### src/rtl/nmi_wd_pkg.sv
package nmi_wd_pkg;
  typedef enum logic [1:0] {
    WD_IDLE,
    WD_RUN,
    WD_HOLD,
    WD_EXPIRED
  } wd_state_e;
endpackage

### src/rtl/nmi_flag_bank.sv
module nmi_flag_bank #(
  parameter int NUM_SRC = 8
) (
  input  logic               clk_i,
  input  logic               rst_ni,
  input  logic [NUM_SRC-1:0] src_i,
  input  logic [NUM_SRC-1:0] src_en_i,
  input  logic               clr_we_i,
  input  logic [NUM_SRC:0]   clr_mask_i,
  output logic [NUM_SRC-1:0] src_flags_o,
  output logic               summary_o
);
  logic [NUM_SRC-1:0] hit;
  logic [NUM_SRC-1:0] clr_src;
  logic [NUM_SRC-1:0] flag_q;
  logic               sum_q, sum_d, sum_clr;

  assign hit     = src_i & src_en_i;
  assign clr_src = clr_we_i ? clr_mask_i[NUM_SRC:1] : '0;
  assign sum_clr = clr_we_i & clr_mask_i[0];

  for (genvar k = 0; k < NUM_SRC; k++) begin : g_flag
    // event wins over clear
    always_ff @(posedge clk_i or negedge rst_ni) begin
      if (!rst_ni) flag_q[k] <= 1'b0;
      else         flag_q[k] <= hit[k] | (flag_q[k] & ~clr_src[k]);
    end
  end

  // a cleared summary re-arms from pending flags one cycle later
  always_comb begin
    if (|hit)       sum_d = 1'b1;
    else if (sum_q) sum_d = ~sum_clr;
    else            sum_d = |flag_q;
  end

  always_ff @(posedge clk_i or negedge rst_ni) begin
    if (!rst_ni) sum_q <= 1'b0;
    else         sum_q <= sum_d;
  end

  assign src_flags_o = flag_q;
  assign summary_o   = sum_q;
endmodule

### src/rtl/nmi_wd_timer.sv
module nmi_wd_timer
  import nmi_wd_pkg::*;
#(
  parameter int CNT_W = 16
) (
  input  logic             clk_i,
  input  logic             rst_ni,
  input  logic             summary_i,
  input  logic             halt_i,
  input  logic             prd_we_i,
  input  logic [CNT_W-1:0] prd_data_i,
  output logic [CNT_W-1:0] count_o,
  output logic [CNT_W-1:0] period_o,
  output logic             expire_o
);
  localparam logic [CNT_W-1:0] PrdReset = {CNT_W{1'b1}};

  wd_state_e        state;
  logic [CNT_W-1:0] cnt_q, cnt_d, prd_q;
  logic             done_q, fire, exp_q;

  always_comb begin
    if (!summary_i)         state = WD_IDLE;
    else if (cnt_q >= prd_q) state = WD_EXPIRED;
    else if (halt_i)        state = WD_HOLD;
    else                    state = WD_RUN;
  end

  always_comb begin
    unique case (state)
      WD_IDLE: cnt_d = '0;
      WD_RUN:  cnt_d = cnt_q + 1'b1;
      default: cnt_d = cnt_q;
    endcase
  end

  assign fire = (state == WD_EXPIRED) && !done_q;

  always_ff @(posedge clk_i or negedge rst_ni) begin
    if (!rst_ni) begin
      cnt_q  <= '0;
      prd_q  <= PrdReset;
      done_q <= 1'b0;
      exp_q  <= 1'b0;
    end else begin
      cnt_q  <= cnt_d;
      exp_q  <= fire;
      done_q <= summary_i & (done_q | fire);
      if (prd_we_i) prd_q <= prd_data_i;
    end
  end

  assign count_o  = cnt_q;
  assign period_o = prd_q;
  assign expire_o = exp_q;
endmodule

### src/rtl/nmi_wd_flags.sv
module nmi_wd_flags #(
  parameter int NUM_SRC = 8,
  parameter int CNT_W   = 16
) (
  input  logic               clk_i,
  input  logic               rst_ni,
  input  logic [NUM_SRC-1:0] src_i,
  input  logic [NUM_SRC-1:0] src_en_i,
  input  logic               clr_we_i,
  input  logic [NUM_SRC:0]   clr_mask_i,
  input  logic               halt_i,
  input  logic               prd_we_i,
  input  logic [CNT_W-1:0]   prd_data_i,
  output logic               nmi_o,
  output logic               dev_rst_o,
  output logic [NUM_SRC:0]   flags_o,
  output logic [CNT_W-1:0]   count_o,
  output logic [CNT_W-1:0]   period_o
);
  logic [NUM_SRC-1:0] src_flags;
  logic               summary;

  nmi_flag_bank #(.NUM_SRC(NUM_SRC)) u_bank (
    .clk_i       (clk_i),
    .rst_ni      (rst_ni),
    .src_i       (src_i),
    .src_en_i    (src_en_i),
    .clr_we_i    (clr_we_i),
    .clr_mask_i  (clr_mask_i),
    .src_flags_o (src_flags),
    .summary_o   (summary)
  );

  nmi_wd_timer #(.CNT_W(CNT_W)) u_timer (
    .clk_i      (clk_i),
    .rst_ni     (rst_ni),
    .summary_i  (summary),
    .halt_i     (halt_i),
    .prd_we_i   (prd_we_i),
    .prd_data_i (prd_data_i),
    .count_o    (count_o),
    .period_o   (period_o),
    .expire_o   (dev_rst_o)
  );

  assign nmi_o   = summary;
  assign flags_o = {src_flags, summary};
endmodule

### config.mk
export PLATFORM = sky130hd
export DESIGN_NAME = nmi_wd_flags
export DESIGN_NICKNAME = d
export VERILOG_FILES = /design/src/rtl/nmi_wd_pkg.sv /design/src/rtl/nmi_flag_bank.sv /design/src/rtl/nmi_wd_timer.sv /design/src/rtl/nmi_wd_flags.sv
export SDC_FILE = /design/constraint.sdc
export NUM_CORES = 1
export LEC_CHECK = 0
export BUFFER_PORTS_ARGS = -buffer_cell sky130_fd_sc_hd__buf_2
export CORE_MARGIN = 5
export CORE_UTILIZATION = 45
export DETAILED_ROUTE_END_ITERATION = 8
export GPL_TIMING_DRIVEN = 0
export PLACE_DENSITY = 0.7
export REMOVE_ABC_BUFFERS = 1
export SLEW_MARGIN = 25
export SYNTH_ARGS = -nofsm -noshare
export SYNTH_HDL_FRONTEND = slang
export SYNTH_SLANG_ARGS = --single-unit
### constraint.sdc
create_clock -name clk_i -period 7.6 [get_ports clk_i]
set_clock_uncertainty 0.05 [all_clocks]
set_input_delay 1.9 -clock clk_i [delete_from_list [all_inputs] [get_ports clk_i]]
set_output_delay 1.9 -clock clk_i [all_outputs]
set_load 0.01 [all_outputs]
; Word level (Yosys, flattened, before mapping)
; Index checks and enable logic that the tools add are counted.
; Widths: inputs -> output; s select.
[totals]
wordCells = 59
input_bits = 46
regBits = 43
output_inout_bits = 43
[op_classes]
bitwise_logic = 29
mux = 7
n_reduce_logical = 6
n_lt_le_gt_ge = 1
n_addsub = 1
eq_ne = 2
[op_table]
columns = op, count
row1 = $pmux 16 s2, 1
row2 = $add 16x1->16 const B, 1
row3 = $ge 16x16->1, 1
row4 = $reduce_or 8->1, 2
row5 = $and 1x1->1, 10
row6 = $not 1->1, 9
row7 = $or 1x1->1, 9
row8 = $and 8x8->8, 1
row9 = $mux 8, 1
row10 = $mux 2, 3
row11 = $eq 2x1->1 const B, 1
row12 = $eq 2x2->1 const B, 1
row13 = $logic_not 2->1, 1
row14 = $mux 1, 2
row15 = $reduce_bool 2->1, 1
row16 = $logic_and 1x1->1, 1
row17 = $logic_not 1->1, 1

; Logic depth before layout (Yosys ltp)
[depth]
word_depth = 7
mapped_depth = 9

; Hierarchy
; From an unflattened synthesis, not the netlist that was laid out.
[hier_totals]
cells_unflattened = 246
area_unflattened_um2 = 2443.6
[modules_own_cells]
columns = module, cells_per_inst, n_inst, seq_area_each_um2, area_per_inst_um2
row1 = nmi_wd_timer, 210, 1, 870.8, 2039.5
row2 = nmi_flag_bank, 35, 1, 225.2, 396.6
row3 = nmi_wd_flags, 1, 1, 0.0, 7.5

; Worst setup path after synthesis
; Ideal clock, no wire load.
[synth_timing]
kind = input -> register
start = input port halt_i
end = register u_timer.cnt_q[15], in the netlist u_timer.count_o[15]
stages = 5
required_time_ps = 7410
path_buffers = 0
slack_ps = 4577
arrival_time_ps = 2834
cell_sequence = and3b_1 > and3_1 > nand4_1 > o311ai_0 > o41ai_1
[synth_via]
elab_chain_len = 5
elab_cells_between_ends = 7
classes_between = eq/ne: 1 / mux: 4 / reduce/logical: 2
[synth_lines]
columns = item, line
row1 = from (decl), nmi_wd_flags.sv:11  ; input logic halt_i,
row2 = $mux 2 (*), nmi_wd_timer.sv:25  ; else if (halt_i) state = WD_HOLD;
row3 = $mux 2 (*), nmi_wd_timer.sv:24  ; else if (cnt_q >= prd_q) state = WD_EXPIRED;
row4 = $mux 2 (*), nmi_wd_timer.sv:23  ; if (!summary_i) state = WD_IDLE;
row5 = $eq 2x1->1 or $logic_not 2->1 (tied branches), nmi_wd_timer.sv:30  ; unique case (state)
row6 = $pmux 16 s2 or $reduce_bool 2->1 (tied branches), -
row7 = to (signal assigned), nmi_wd_timer.sv:46  ; cnt_q <= cnt_d;
row8 = to (decl), nmi_wd_timer.sv:19  ; logic [CNT_W-1:0] cnt_q, cnt_d, prd_q;
; Every way passes the cells marked *; elsewhere a longest branch is shown, timed or not.
; A chain may end at the register's enable or synchronous reset.

; Final worst setup path
[layout_timing]
start = register u_bank.sum_q, in the netlist u_bank.summary_o
end = output port flags_o[0]
[layout_lines]
columns = item, line
row1 = from (decl), nmi_flag_bank.sv:16  ; logic sum_q, sum_d, sum_clr;
row2 = from (signal assigned), nmi_flag_bank.sv:39  ; else sum_q <= sum_d;
row3 = to (decl), nmi_wd_flags.sv:16  ; output logic [NUM_SRC:0] flags_o,
; No word-level cell between the ends.

==> metrics.yaml <==
run_status:
  status: "finished, final reports clean"
cts:
  cts-resized-gates: 0
  clock_sinks: 43
  clkTransAtPathRegs_ns: 0.08
  clk-insertion-delay-late_ns: 0.30
  post_cts_buffers: 0
  cts_buffer_depth: 2
  cts_buffers: 5
  hold_buffers: 0
  root_buffer: "clkbuf_8"
  tritoncts: "built"
  htree_levels: 2
floorplanning:
  dieHeight_um: 83.1
  boundaryPins: 89
  start_util_pct: 46.8
  die_area_sq_um: 6910
  num_rows: 26
  die_w_um: 83.1
  core-area_sq_um: 5140
critical_path:
  cp-start-kind: "register"
  r2r_cells: 7
  r2r_setup_slack_ns: 4.64
  worst-endpoint-required_ns: 5.65
  critPathMaxFanout: 34
  cp_slowest_cell: "dfrtp_1"
  startpoint: "u_bank.summary_o$_DFF_PN0_"
  r2r_end: "u_timer.count_o[4]$_DFFE_PN0P_"
  cp_num_buf_inv: 1
  cp-end-kind: "output port"
  path_class: "reg -> out"
  arrival_ns: 1.54
  timing.critical_path.to: "flags_o[0]"
  critPathTopFamily: "flip-flops"
  worstSetupPathDepth: 1
  slowest_delay_ns: 0.98
  r2r-start: "u_timer.count_o[0]$_DFFE_PN0P_"
  crit_chain: "buf_2"
sta:
  fin_crit_ns: 3.49
  setup_ws_ns: 4.11
  worst_pin_slew_ns: 0.956
  hold_viol: 0
  rsz0062_at_grt: "no"
  setup_violations: 0
  fmax_mhz: 286
  slew_violations: 0
  timing.setup.tns_ns: 0
  whs_ns: 0.397
  slew_headroom_pct: 36.2
  period_share_pct: 46.0
grt:
  overflow: 0
  grt_max_degree: 44
  antenna_found_initial: 0
  grt_pass1_vias: 2032
  grt_pass1_wl_mm: 9.36
  track_usage_pct: 16.2
placement:
  portBuffers: 88
  placed_area_sq_um: 2880
  dpl_worst_slack_ns: 4.28
  dp_hpwl_mm: 4.13
  place_congestion: 0.781
  placed_cells: 391
cells_and_area:
  drive_gt1_share_pct: 35.3
  antenna-diode-count: 0
  syn_to_final_growth_pct: 24.9
  fin_cells: 399
  final_core_util_pct: 58.4
  layout.nets: 391
  finalInstanceArea_sq_um: 3000
pwr:
  power_uw: 709
  ir_worst_vdd_mv: 0.143
  leakage_nw: 1.51
  power-per-cell-area_nw_per_um2: 236
route:
  via_per_inst: 5.35
  vias: 2134
  drc: 0
  ant_nets: 0
  routed_wl_mm: 5.56
  wire_per_inst_um: 13.9
  first_iter_violations: 107
  drt_first_pass_iters: 4
yosys:
  yosysMostFrequentCell: "nand2_1"
  syn_area_sq_um: 2410
  synth.yosys.seq_area_share_pct: 45.6
  synth_area_leaders: "dfrtp_1, dfstp_2, ha_1"
  synth_top_flop_cell: "dfrtp_1"
  ys_async_sr_fraction_pct: 100
  ys_warn_count: 0
  synth_top_cell_by_area: "dfrtp_1"
  synth_cell_types: 39
  synth_area_per_cell_sq_um: 9.82
  syn_inst: 245
  yosys.area.top_type_share_pct: 28.1
  synth_edf_count: 0
  ys_ff_latch: 43
  synth_common_cells: "nand2_1, dfrtp_1, ha_1, o21ai_0"
min_path:
  hp-class: "reg -> reg"
  hold_start: "u_timer.done_q$_DFF_PN0_"
flow_run:
  max_cap_violations: 0
-- worst min-delay path by stage --
stage	to	slack (ns)	cells after the start
floorplan	u_timer.expire_o$_DFF_PN0_	0.36	1
global placement	u_timer.expire_o$_DFF_PN0_	0.38	1
detailed placement	u_timer.expire_o$_DFF_PN0_	0.39	1
CTS	u_timer.expire_o$_DFF_PN0_	0.40	1
global route	u_timer.expire_o$_DFF_PN0_	0.45	1
finish	u_timer.expire_o$_DFF_PN0_	0.40	1
-- registers in the layout (all words and copies together) (netlist names) --
| register | count |
|---|---|
| u_timer.expire_o | 1 |
| u_timer.done_q | 1 |
| u_bank.summary_o | 1 |
| u_bank.src_flags_o | 8 |
| u_timer.count_o | 16 |
| u_timer.period_o | 16 |
-- layer usage --
layer	part of all wire [%]	global-route usage, %	up-vias
met5	0	0	-
met4	1.3	4.90	0
met3	7.6	5.74	6
met2	43	25.8	79
met1	48	20.6	980
li1	-	-	1069
-- layout by cell type (no fill, tap or decap), types with 2 or more instances in the layout --
cell type,instances
buf_2,87
a22oi_1,2
and4_1,2
ha_1,17
nor3_1,2
nand2_1,38
or4_1,4
nand3_1,10
a22o_1,9
and3_1,4
o311ai_0,5
nor3b_1,2
o21ai_0,17
o41ai_1,5
o31ai_1,4
nor2_1,2
a21oi_1,4
mux2i_1,7
nand2b_1,11
nor4_1,5
nand4_1,7
a21boi_1,4
dfrtp_1,27
clkbuf_8,6
dfstp_2,16
inv_1,16
-- worst register-to-register path, delay by kind of cell, from the launching register on --
kind            cells  cell delay, ns
compound gates      3            1.24
fa+ha+maj           1            0.29
flops               1            0.47
buf+inv             1            0.09
simple gates        2            0.75
-- final cells by class --
class / instances / area (sq um)
Clock buffer: 6 / 82.6
Clock inverter: 2 / 35.0
Fill cell: 472 / 2140
Inverter: 16 / 60.1
Multi-Input combinational cell: 173 / 1190
Sequential cell: 43 / 1100
Tap cell: 70 / 87.6
Timing Repair Buffer: 89 / 454
-- cells by family after synthesis --
| group | share of synthesized area, % |
|---|---|
| compound gates | 17.0 |
| fa+ha+maj | 8.84 |
| buf+inv | 5.30 |
| flops | 45.6 |
| mux | 3.38 |
| simple gates | 19.9 |
-- power by group --
| group | switching, mW | internal [mW] |
|---|---|---|
| sequential | 0.0473 | 0.272 |
| combinational | 0.106 | 0.0978 |
| clock | 0.0795 | 0.106 |
(Power assumes the default switching activity.)
